<file path="src/rtl/bmd_pkg.sv">
package bmd_pkg;

   localparam logic [2:0] OFS_CMD  = 3'd0;
   localparam logic [2:0] OFS_STAT = 3'd2;
   localparam logic [2:0] OFS_PTR  = 3'd4;

   localparam int CMD_GO_BIT   = 0;
   localparam int CMD_DIR_BIT  = 3;
   localparam int STAT_ACT_BIT = 0;
   localparam int STAT_ERR_BIT = 1;
   localparam int STAT_IRQ_BIT = 2;

   localparam int DESC_BYTES = 8;
   localparam int LAST_BIT   = 31;

   typedef enum logic [2:0] {
      W_IDLE,
      W_DESC_A,
      W_DESC_B,
      W_PULL,
      W_PUSH,
      W_HALT
   } walk_e;

endpackage

</file>
<file path="src/rtl/bmd_regs.sv">
module bmd_regs
   import bmd_pkg::*;
#(
   parameter int AW = 32
) (
   input  logic          clk,
   input  logic          rst_n,
   input  logic          reg_we,
   input  logic [2:0]    reg_addr,
   input  logic [31:0]   reg_wdata,
   output logic [31:0]   reg_rdata,
   input  logic          ev_exact,
   input  logic          ev_long,
   input  logic          ev_short,
   output logic          go,
   output logic          go_to_mem,
   output logic          abort,
   output logic          active,
   output logic          irq,
   output logic [AW-1:0] tbl_ptr
);

   logic wr_cmd, wr_stat, wr_ptr;
   logic start_q, dir_q, intr_q, act_q;
   logic [AW-1:0] ptr_q;

   assign wr_cmd  = reg_we && (reg_addr == OFS_CMD);
   assign wr_stat = reg_we && (reg_addr == OFS_STAT);
   assign wr_ptr  = reg_we && (reg_addr == OFS_PTR);

   assign go        = wr_cmd &&  reg_wdata[CMD_GO_BIT] && !act_q;
   assign abort     = wr_cmd && !reg_wdata[CMD_GO_BIT] &&  act_q;
   assign go_to_mem = reg_wdata[CMD_DIR_BIT];

   always_ff @(posedge clk) begin
      if (!rst_n) begin
         start_q <= 1'b0;
         dir_q   <= 1'b0;
         intr_q  <= 1'b0;
         act_q   <= 1'b0;
         ptr_q   <= '0;
      end else begin
         if (wr_cmd) begin
            start_q <= reg_wdata[CMD_GO_BIT];
            dir_q   <= reg_wdata[CMD_DIR_BIT];
         end
         if (go)
            act_q <= 1'b1;
         else if (abort || ev_exact || ev_short)
            act_q <= 1'b0;
         if (ev_exact || ev_long)
            intr_q <= 1'b1;
         else if (wr_stat && reg_wdata[STAT_IRQ_BIT])
            intr_q <= 1'b0;
         if (wr_ptr && !act_q)
            ptr_q <= reg_wdata[AW-1:0];
      end
   end

   always_comb begin
      reg_rdata = '0;
      unique case (reg_addr)
         OFS_CMD: begin
            reg_rdata[CMD_GO_BIT]  = start_q;
            reg_rdata[CMD_DIR_BIT] = dir_q;
         end
         OFS_STAT: begin
            reg_rdata[STAT_ACT_BIT] = act_q;
            reg_rdata[STAT_ERR_BIT] = 1'b0;
            reg_rdata[STAT_IRQ_BIT] = intr_q;
         end
         OFS_PTR:  reg_rdata[AW-1:0] = ptr_q;
         default:  reg_rdata = '0;
      endcase
   end

   assign active  = act_q;
   assign irq     = intr_q;
   assign tbl_ptr = ptr_q;

endmodule

</file>
<file path="src/rtl/bmd_walker.sv">
module bmd_walker
   import bmd_pkg::*;
#(
   parameter int AW        = 32,
   parameter int CNT_W     = 16,
   parameter bit ZERO_FULL = 1'b1
) (
   input  logic          clk,
   input  logic          rst_n,
   input  logic          go,
   input  logic          go_to_mem,
   input  logic          abort,
   input  logic [AW-1:0] tbl_ptr,
   output logic          mem_req,
   output logic          mem_we,
   output logic          mem_wide,
   output logic [AW-1:0] mem_addr,
   output logic [31:0]   mem_wdata,
   input  logic [31:0]   mem_rdata,
   input  logic          mem_ack,
   input  logic          dev_in_valid,
   input  logic [7:0]    dev_in_data,
   output logic          dev_in_ready,
   output logic          dev_out_valid,
   output logic [7:0]    dev_out_data,
   input  logic          dev_out_ready,
   input  logic          dev_done,
   output logic          ev_exact,
   output logic          ev_long,
   output logic          ev_short
);

   localparam int REM_W = CNT_W + 1;

   walk_e           st, nxt;
   logic [AW-1:0]   cur, buf_addr;
   logic [REM_W-1:0] rem, span;
   logic            last_q, dev_fin, to_mem;
   logic [7:0]      hold;
   logic            take_a, take_b, take_pull, step;
   logic            boundary, bnd_last, fin;

   generate
      if (ZERO_FULL) begin : g_zero_full
         assign span = (mem_rdata[CNT_W-1:0] == '0) ? (REM_W'(1) << CNT_W)
                                                    : {1'b0, mem_rdata[CNT_W-1:0]};
      end else begin : g_zero_lit
         assign span = {1'b0, mem_rdata[CNT_W-1:0]};
      end
   endgenerate

   assign fin = dev_fin || dev_done;

   always_comb begin
      nxt           = st;
      ev_exact      = 1'b0;
      ev_long       = 1'b0;
      ev_short      = 1'b0;
      mem_req       = 1'b0;
      mem_we        = 1'b0;
      mem_wide      = 1'b0;
      mem_addr      = buf_addr;
      mem_wdata     = {24'b0, hold};
      dev_in_ready  = 1'b0;
      dev_out_valid = 1'b0;
      dev_out_data  = hold;
      take_a        = 1'b0;
      take_b        = 1'b0;
      take_pull     = 1'b0;
      step          = 1'b0;
      boundary      = 1'b0;
      bnd_last      = 1'b0;
      unique case (st)
         W_IDLE: if (go) nxt = W_DESC_A;
         W_DESC_A: begin
            if (dev_fin) begin
               nxt     = W_HALT;
               ev_long = 1'b1;
            end else begin
               mem_req  = 1'b1;
               mem_wide = 1'b1;
               mem_addr = cur;
               if (mem_ack) begin
                  take_a = 1'b1;
                  nxt    = W_DESC_B;
               end
            end
         end
         W_DESC_B: begin
            mem_req  = 1'b1;
            mem_wide = 1'b1;
            mem_addr = cur + AW'(4);
            if (mem_ack) begin
               take_b = 1'b1;
               if (span == '0) begin
                  boundary = 1'b1;
                  bnd_last = mem_rdata[LAST_BIT];
               end else begin
                  nxt = W_PULL;
               end
            end
         end
         W_PULL: begin
            if (dev_fin) begin
               nxt     = W_HALT;
               ev_long = 1'b1;
            end else if (to_mem) begin
               dev_in_ready = 1'b1;
               if (dev_in_valid) begin
                  take_pull = 1'b1;
                  nxt       = W_PUSH;
               end
            end else begin
               mem_req = 1'b1;
               if (mem_ack) begin
                  take_pull = 1'b1;
                  nxt       = W_PUSH;
               end
            end
         end
         W_PUSH: begin
            if (to_mem) begin
               mem_req = 1'b1;
               mem_we  = 1'b1;
               step    = mem_ack;
            end else begin
               dev_out_valid = 1'b1;
               step          = dev_out_ready;
            end
            if (step) begin
               if (rem == REM_W'(1)) begin
                  boundary = 1'b1;
                  bnd_last = last_q;
               end else begin
                  nxt = W_PULL;
               end
            end
         end
         W_HALT: nxt = W_HALT;
         default: nxt = W_IDLE;
      endcase
      if (boundary) begin
         if (!bnd_last) begin
            nxt = W_DESC_A;
         end else if (fin) begin
            nxt      = W_IDLE;
            ev_exact = 1'b1;
         end else begin
            nxt      = W_IDLE;
            ev_short = 1'b1;
         end
      end
      if (abort) nxt = W_IDLE;
   end

   always_ff @(posedge clk) begin
      if (!rst_n) begin
         st       <= W_IDLE;
         cur      <= '0;
         buf_addr <= '0;
         rem      <= '0;
         last_q   <= 1'b0;
         dev_fin  <= 1'b0;
         to_mem   <= 1'b0;
         hold     <= '0;
      end else begin
         st <= nxt;
         if (st == W_IDLE && go) begin
            cur    <= tbl_ptr;
            to_mem <= go_to_mem;
         end
         if (take_a) buf_addr <= mem_rdata[AW-1:0];
         if (take_b) begin
            rem    <= span;
            last_q <= mem_rdata[LAST_BIT];
            cur    <= cur + AW'(DESC_BYTES);
         end
         if (take_pull) hold <= to_mem ? dev_in_data : mem_rdata[7:0];
         if (step) begin
            buf_addr <= buf_addr + AW'(1);
            rem      <= rem - REM_W'(1);
         end
         if (go || abort)
            dev_fin <= 1'b0;
         else if (st != W_IDLE && dev_done)
            dev_fin <= 1'b1;
      end
   end

endmodule

</file>
<file path="src/rtl/bmd_engine.sv">
module bmd_engine
   import bmd_pkg::*;
#(
   parameter int AW        = 32,
   parameter int CNT_W     = 16,
   parameter bit ZERO_FULL = 1'b1
) (
   input  logic          clk,
   input  logic          rst_n,
   input  logic          reg_we,
   input  logic [2:0]    reg_addr,
   input  logic [31:0]   reg_wdata,
   output logic [31:0]   reg_rdata,
   output logic          mem_req,
   output logic          mem_we,
   output logic          mem_wide,
   output logic [AW-1:0] mem_addr,
   output logic [31:0]   mem_wdata,
   input  logic [31:0]   mem_rdata,
   input  logic          mem_ack,
   input  logic          dev_in_valid,
   input  logic [7:0]    dev_in_data,
   output logic          dev_in_ready,
   output logic          dev_out_valid,
   output logic [7:0]    dev_out_data,
   input  logic          dev_out_ready,
   input  logic          dev_done,
   output logic          irq
);

   generate
      if (AW < 8 || AW > 32) begin : g_bad_aw
         $error("bmd_engine: AW must lie in 8..32");
      end
      if (CNT_W < 1 || CNT_W > 31) begin : g_bad_cnt
         $error("bmd_engine: CNT_W must lie in 1..31");
      end
   endgenerate

   logic          go, go_to_mem, abort, active;
   logic          ev_exact, ev_long, ev_short;
   logic [AW-1:0] tbl_ptr;

   bmd_regs #(.AW(AW)) u_regs (
      .clk       (clk),
      .rst_n     (rst_n),
      .reg_we    (reg_we),
      .reg_addr  (reg_addr),
      .reg_wdata (reg_wdata),
      .reg_rdata (reg_rdata),
      .ev_exact  (ev_exact),
      .ev_long   (ev_long),
      .ev_short  (ev_short),
      .go        (go),
      .go_to_mem (go_to_mem),
      .abort     (abort),
      .active    (active),
      .irq       (irq),
      .tbl_ptr   (tbl_ptr)
   );

   bmd_walker #(.AW(AW), .CNT_W(CNT_W), .ZERO_FULL(ZERO_FULL)) u_walk (
      .clk           (clk),
      .rst_n         (rst_n),
      .go            (go),
      .go_to_mem     (go_to_mem),
      .abort         (abort),
      .tbl_ptr       (tbl_ptr),
      .mem_req       (mem_req),
      .mem_we        (mem_we),
      .mem_wide      (mem_wide),
      .mem_addr      (mem_addr),
      .mem_wdata     (mem_wdata),
      .mem_rdata     (mem_rdata),
      .mem_ack       (mem_ack),
      .dev_in_valid  (dev_in_valid),
      .dev_in_data   (dev_in_data),
      .dev_in_ready  (dev_in_ready),
      .dev_out_valid (dev_out_valid),
      .dev_out_data  (dev_out_data),
      .dev_out_ready (dev_out_ready),
      .dev_done      (dev_done),
      .ev_exact      (ev_exact),
      .ev_long       (ev_long),
      .ev_short      (ev_short)
   );

endmodule

</file>
<file path="config.mk">
export PLATFORM = sky130hd
export DESIGN_NAME = bmd_engine
export DESIGN_NICKNAME = d
export VERILOG_FILES = /design/src/rtl/bmd_pkg.sv /design/src/rtl/bmd_regs.sv /design/src/rtl/bmd_walker.sv /design/src/rtl/bmd_engine.sv
export SDC_FILE = /design/constraint.sdc
export NUM_CORES = 1
export LEC_CHECK = 0
export ABC_AREA = 1
export ABC_CLOCK_PERIOD_IN_PS = 2360
export CORE_AREA = 2 2 144 146
export CTS_BUF_LIST = sky130_fd_sc_hd__clkbuf_16
export DETAILED_ROUTE_END_ITERATION = 10
export DIE_AREA = 0 0 146 148
export PLACE_DENSITY_LB_ADDON = 0.12
export SLEW_MARGIN = 20
export SYNTH_ARGS = -nofsm -noshare
export SYNTH_HDL_FRONTEND = slang
export SYNTH_HIERARCHICAL = 1
export SYNTH_SLANG_ARGS = --single-unit
</file>
<file path="constraint.sdc">
create_clock -name clk -period 2.36 [get_ports clk]
set_input_delay 0.708 -clock clk [delete_from_list [all_inputs] [get_ports clk]]
set_output_delay 0.708 -clock clk [all_outputs]
set_load 0.03 [all_outputs]
</file>
==> results.toml, run 1 <==
[run_status]
status = "finished, violations left"
violations = "negative setup slack"

[power]
ir_worst_vdd_mv = 0.534
leakage_nw = 5.84
total_power_w = 0.0113
powerDensity_nw_per_um2 = 788

[hold_path]
holdCritStartpoint = "u_walk/dev_out_data[1]$_SDFFE_PN0P_"
holdCritPathClass = "reg2reg"

[cells_and_area]
n_antenna_cell = 0
area_delta_synth_final_pct = 56.0
nFillCells = 1706
final_cell_mix = "nand2_1 (354), nor2_1 (245), buf_4 (184), inv_1 (175), nand3_1 (113)"
nets = 1968
layout.cells.non_filler = 2164
final_common_cell = "nand2_1"
drive_above_1_share = 0.267

[setup_path]
path_cells = "ha_4 > nand3_4 > nor2_4 > nand2_2 > inv_4 > nand3_4 > o21ai_2 > nand3_2 > nand3_2 > buf_12"
cpMaxStageDelayCell = "dfxtp_4"
crit_fanout = 3
crit_family = "simple AND/OR/NAND/NOR gates"
r2r-start = "u_walk/buf_addr[1]$_SDFFE_PN0P_"
startpoint = "u_walk/cur[3]$_SDFFE_PN0P_"
cp-end-kind = "primary output"
path_buf_inv = 2
critical-path-max-stage-delay_ns = 0.37
worstPathRequired_ns = 1.65
start_kind = "register"
worstPathArrival_ns = 2.09
crit_type = "reg2out"

[synth]
syn_inst = 1563
avgSynthCellArea_um2 = 5.90
ys_seq_area_frac = 0.284
ys_types = 46
yosysTopAreaCell = "dfxtp_1"
synth-seq-cells = 131
synth_area_um2 = 9220
synth_top_area_frac = 0.284
yosysWarnings = 6
yosys-top-cells-area = "dfxtp_1 (28%), nand2_1 (16%), nor2_1 (12%)"

[clocking]
path_clk_slew_ns = 0.06
insertion_delay_ns = 0.43
cts.htree.levels = 4
cts_tree = "yes"
cts_buffer_depth = 2
cts_buffers = 17
cts_root_buf = "clkbuf_16"
clock_sinks = 131

[sta]
final.period_utilization = 1.19
finalHoldViolCount = 0
period_needed_ns = 2.80
rsz0062_at_grt = "true"
fin_ws_ns = -0.440
drv_slew = 0
setup-violations-final = 33
fin_setup_tns_ns = -9.76
clock.fmax_mhz = 357
clock_skew_ns = 0.00934

[grt]
grt_max_degree = 43
first_global_vias = 10700
gr-usage-all-layers = 0.315
grt_first_pass_wirelength_um = 54700
antenna_found_initial = 0
overflow = 0

[floorplanning]
dieArea_um2 = 21600
initial_core_util = 0.460
die-width_um = 146
rows = 52
coreArea_um2 = 20000
die_h_um = 148
pin_count = 192

[placed_design]
dpl.cell_count = 2082
gp_congestion = 0.968
port_buffers = 167
dp_hpwl_um = 25300

[drt]
vias = 11500
final_antenna_net_count = 0
drc_errors = 0
dr.pass1.iters = 6
wirelength_um = 36600
viasPerCell = 5.33
drt_iter0_drc = 1028
avgRoutedWirePerCell_um = 16.9

[job]
maxCapViolCount = 0
-- layout make-up --
class                   instances  area (um^2)  share of cell area
clock buffers                  17          425              0.0296
repair inverters                1         7.51            0.000522
flip-flops and latches        131         2670               0.186
inverters                     191          747              0.0519
repair buffers                365         3720               0.259
well taps                     270          338              0.0235
clock inverters                15          181              0.0126
multi-input cells            1174         6300               0.438
-- final timing paths --
path	end	slack (ns)	cells past startpoint
max	mem_addr[23]	-0.44	10
min	u_walk/dev_out_data[1]$_SDFFE_PN0P_	0.46	2
max reg2reg	u_walk/buf_addr[22]$_SDFFE_PN0P_	0.34	10
min reg2reg	u_walk/dev_out_data[1]$_SDFFE_PN0P_	0.46	2
-- layer usage --
metal,track usage,vias to the layer above,wire length (um)
met2,0.532,546,17500
met4,0.141,0,1520
li1,-,5616,-
met1,0.384,5240,14700
met5,0,-,0
met3,0.0738,123,2910
-- timing repair --
item / in CTS / in global routing
buffers inserted: 30 / 16
resized for setup: 187 / 133
hold buffers: 0 / 0
pin swaps: 36 / 43
setup endpoints to repair: 66 / 64
gates cloned: 3 / 4
-- cells in the mapped netlist (all sizes together) --
library cell and n:
a22oi 1, o2111ai 2, a211oi 1, nor2 295, or2 2, o21bai 2, clkbuf 21, a31oi 25
inv 191, xor2 10, o31ai 1, nand2 403, nor4 1, and3 1, a21oi 72, nand3 128
o22ai 7, a21o 1, o221ai 15, dfxtp 131, o211ai 16, conb 1, xnor2 1, and2 2
nand3b 8, o21ai 128, nor3 11, nand4 12, ha 5, buf 69
-- sequential cells by signal, summed over array words and instances (netlist names) --
signal	count
u_walk/dev_fin	1
u_regs/irq	1
u_walk/cur	32
u_walk/dev_out_data	8
u_walk/last_q	1
u_regs/dir_q	1
u_walk/to_mem	1
u_regs/start_q	1
u_walk/buf_addr	32
u_walk/rem	17
u_regs/active	1
u_walk/st	3
u_regs/tbl_ptr	32
-- through the flow --
| stage | setup WS (ns) | instance area [um^2] | hold WS [ns] | util |
|---|---|---|---|---|
| 2_1_floorplan | -0.143 | 9320 | 0.430 | - |
| 3_3_place_gp | -0.249 | 12200 | 0.444 | 0.608 |
| 3_5_place_dp | -0.287 | 12200 | 0.454 | 0.608 |
| 4_1_cts | -0.398 | 13700 | 0.464 | 0.685 |
| 5_1_grt | -0.519 | 14400 | 0.489 | 0.718 |
| 6_report | -0.440 | 14400 | 0.462 | 0.718 |
-- cell families (layout without fill, tap and decap cells) --
group           count (synthesis)  after routing  share of synthesized area
compound gates                271            271                      0.167
xor+xnor                       11             11                     0.0104
other cells                     1             24                   0.000407
flops                         131            131                      0.284
buf+inv                       281            589                      0.139
simple gates                  863            863                      0.392
fa+ha+maj                       5              5                    0.00678
-- worst min-delay path, delay by kind of cell, from the launching register on --
family | cells | cell delay [ns]
DFF | 1 | 0.32
AOI/OAI and AO/OA | 1 | 0.05
buffers and inverters | 1 | 0.05
-- power breakdown --
part           switching, W  internal, W  total (W)
combinational       0.00332      0.00248    0.00580
sequential         0.000302      0.00246    0.00276
clock               0.00111      0.00167    0.00278
Power figures use the tool's default switching activity.
==> inputs of run 2 (changes only) <==
--- a/config.mk
+++ b/config.mk
@@ -11,7 +11,7 @@
 export CTS_BUF_LIST = sky130_fd_sc_hd__clkbuf_16
 export DETAILED_ROUTE_END_ITERATION = 10
 export DIE_AREA = 0 0 146 148
-export PLACE_DENSITY_LB_ADDON = 0.12
+export PLACE_DENSITY = 0.73
 export SLEW_MARGIN = 20
 export SYNTH_ARGS = -nofsm -noshare
 export SYNTH_HDL_FRONTEND = slang
==> run 2 against run 1 <==
  * The run still ends with negative setup slack left
  * Global-route usage increased by 0.96 points
  * Non-clock buffer count down 25
  * Via count is 0.87% higher
  * Critical endpoint is now mem_addr[9]
  * Largest cell class unchanged
==> results.toml, run 2 (synthesized netlist as in run 1, its figures left out) <==
[setup_path]
path_depth = 9
reg2reg_to = "u_walk/cur[14]$_SDFFE_PN0P_"
worstPathRequired_ns = 1.65
crit_family = "buffers and inverters"
ff2ff_path_depth = 12
crit_fanout = 3
path_buf_inv = 3
r2r_slack_ns = 0.09
cpMaxStageDelayCell = "dfxtp_4"
r2r-start = "u_walk/cur[3]$_SDFFE_PN0P_"
cp-end-kind = "primary output"
worstPathArrival_ns = 2.13
critical-path-max-stage-delay_ns = 0.37
path_cells = "ha_4 > nand3_4 > nor2_4 > buf_4 > buf_6 > xor2_2 > nand2_1 > o211ai_1 > clkbuf_16"
crit_type = "reg2out"
start_kind = "register"

[cells_and_area]
area_delta_synth_final_pct = 52.8
final_cell_mix = "nand2_1 (356), nor2_1 (253), inv_1 (175), buf_4 (167), nand3_1 (109)"
final_common_cell = "nand2_1"
drive_above_1_share = 0.254
n_antenna_cell = 0
nets = 1943
stdcell_area_um2 = 14100
final_util = 0.703

[power]
leakage_nw = 5.63
ir_worst_vdd_mv = 0.480
powerDensity_nw_per_um2 = 779
total_power_w = 0.0110

[sta]
fin_ws_ns = -0.480
rsz0062_at_grt = "true"
setup-violations-final = 33
period_needed_ns = 2.84
drv_slew = 0
fin_setup_tns_ns = -10.01
final.period_utilization = 1.20
clock_skew_ns = 0.0111
finalHoldViolCount = 0
clock.fmax_mhz = 352

[clocking]
cts_buffer_depth = 2
cts_buffers = 17
cts_tree = "yes"
path_clk_slew_ns = 0.06
insertion_delay_ns = 0.43
cts_root_buf = "clkbuf_16"
cts.htree.levels = 4
clock_sinks = 131

[drt]
final_antenna_net_count = 0
wirelength_um = 36900
drt_iter0_drc = 1217
vias = 11600
dr.pass1.iters = 8
drc_errors = 0
avgRoutedWirePerCell_um = 17.3
viasPerCell = 5.43

[floorplanning]
rows = 52
coreArea_um2 = 20000
initial_core_util = 0.460
dieArea_um2 = 21600
die_h_um = 148
pin_count = 192
die-width_um = 146

[job]
maxCapViolCount = 0

[placed_design]
gp_congestion = 0.948
dp_hpwl_um = 25700
port_buffers = 167
place_area_um2 = 12100

[grt]
antenna_found_initial = 0
grt_first_pass_wirelength_um = 56700
gr-usage-all-layers = 0.325
overflow = 0
first_global_vias = 11000
grt_max_degree = 38

[hold_path]
holdCritPathClass = "reg2reg"
holdCritStartpoint = "u_walk/dev_out_data[0]$_SDFFE_PN0P_"
min_path_cells = 2
min_to = "u_walk/dev_out_data[0]$_SDFFE_PN0P_"

[run_status]
violations = "negative setup slack"
status = "finished, violations left"
## run 2: cell count changes in the layout (fill, tap and decap cells not counted), moves of 3 or more
cell,change
nor2_1,+8
buf_12,+3
inv_4,-3
dfxtp_2,-4
nand2_2,+3
buf_4,-17
inv_2,+3
buf_6,-7
nand2_4,-7
nor2_4,-9
nand3_2,+4
nand3_1,-4
buf_8,-3
## run 2: layout make-up
class | count | area, um^2
fillers | 1709 | 5950
flip-flops and latches | 131 | 2670
clock inverters | 15 | 180
repair buffers | 340 | 3480
multi-input cells | 1174 | 6240
clock buffers | 17 | 425
repair inverters | 1 | 7.51
well taps | 270 | 338
inverters | 191 | 744
## run 2: timing repair
| action | in CTS | in global routing |
|---|---|---|
| endpoints found under the setup margin | 66 | 38 |
| endpoints found under the hold margin | 0 | 0 |
| pin swaps | 33 | 45 |
| setup buffers | 32 | 13 |
| hold buffers | 0 | 0 |
| gates cloned | 4 | 0 |
| resized for setup | 193 | 110 |
## run 2: worst reg2reg max path, stage by stage (launching register included)
cell     delay (ns)
dfxtp_4        0.37
buf_6          0.10
buf_4          0.09
buf_4          0.09
buf_4          0.14
inv_1          0.13
nor2_1         0.22
nand2_1        0.23
nor3_2         0.39
or2_2          0.19
nand3_1        0.09
nand2_1        0.08
inv_1          0.03
## run 2: metal layers
layer	wire (um)	global-route usage
met1	15000	0.404
met2	17800	0.561
met3	2630	0.0525
met4	1450	0.135
met5	0	0
## run 2: how the worst max path moves through the flow
stage	startpoint	endpoint	slack, ns
2_1_floorplan	u_walk/st[2]$_SDFFE_PP0P_	mem_addr[0]	-0.14
3_3_place_gp	reg_addr[0]	reg_rdata[2]	-0.23
3_5_place_dp	reg_addr[0]	reg_rdata[2]	-0.24
4_1_cts	u_walk/cur[3]$_SDFFE_PN0P_	mem_addr[24]	-0.37
5_1_grt	u_walk/cur[3]$_SDFFE_PN0P_	mem_addr[9]	-0.50
6_report	u_walk/cur[3]$_SDFFE_PN0P_	mem_addr[9]	-0.48
## run 2: report_power, final
part           internal, W  switching [W]
combinational      0.00224        0.00319
sequential         0.00246       0.000297
clock              0.00167        0.00112
## run 2: through the flow
step,worst slack (ns),hold slack [ns],instances
after global routing,-0.502,0.496,2139
after floorplan,-0.143,0.430,1586
final,-0.480,0.471,2139
after CTS,-0.366,0.467,2134
after detailed placement,-0.237,0.457,2068
after global placement,-0.227,0.450,2068
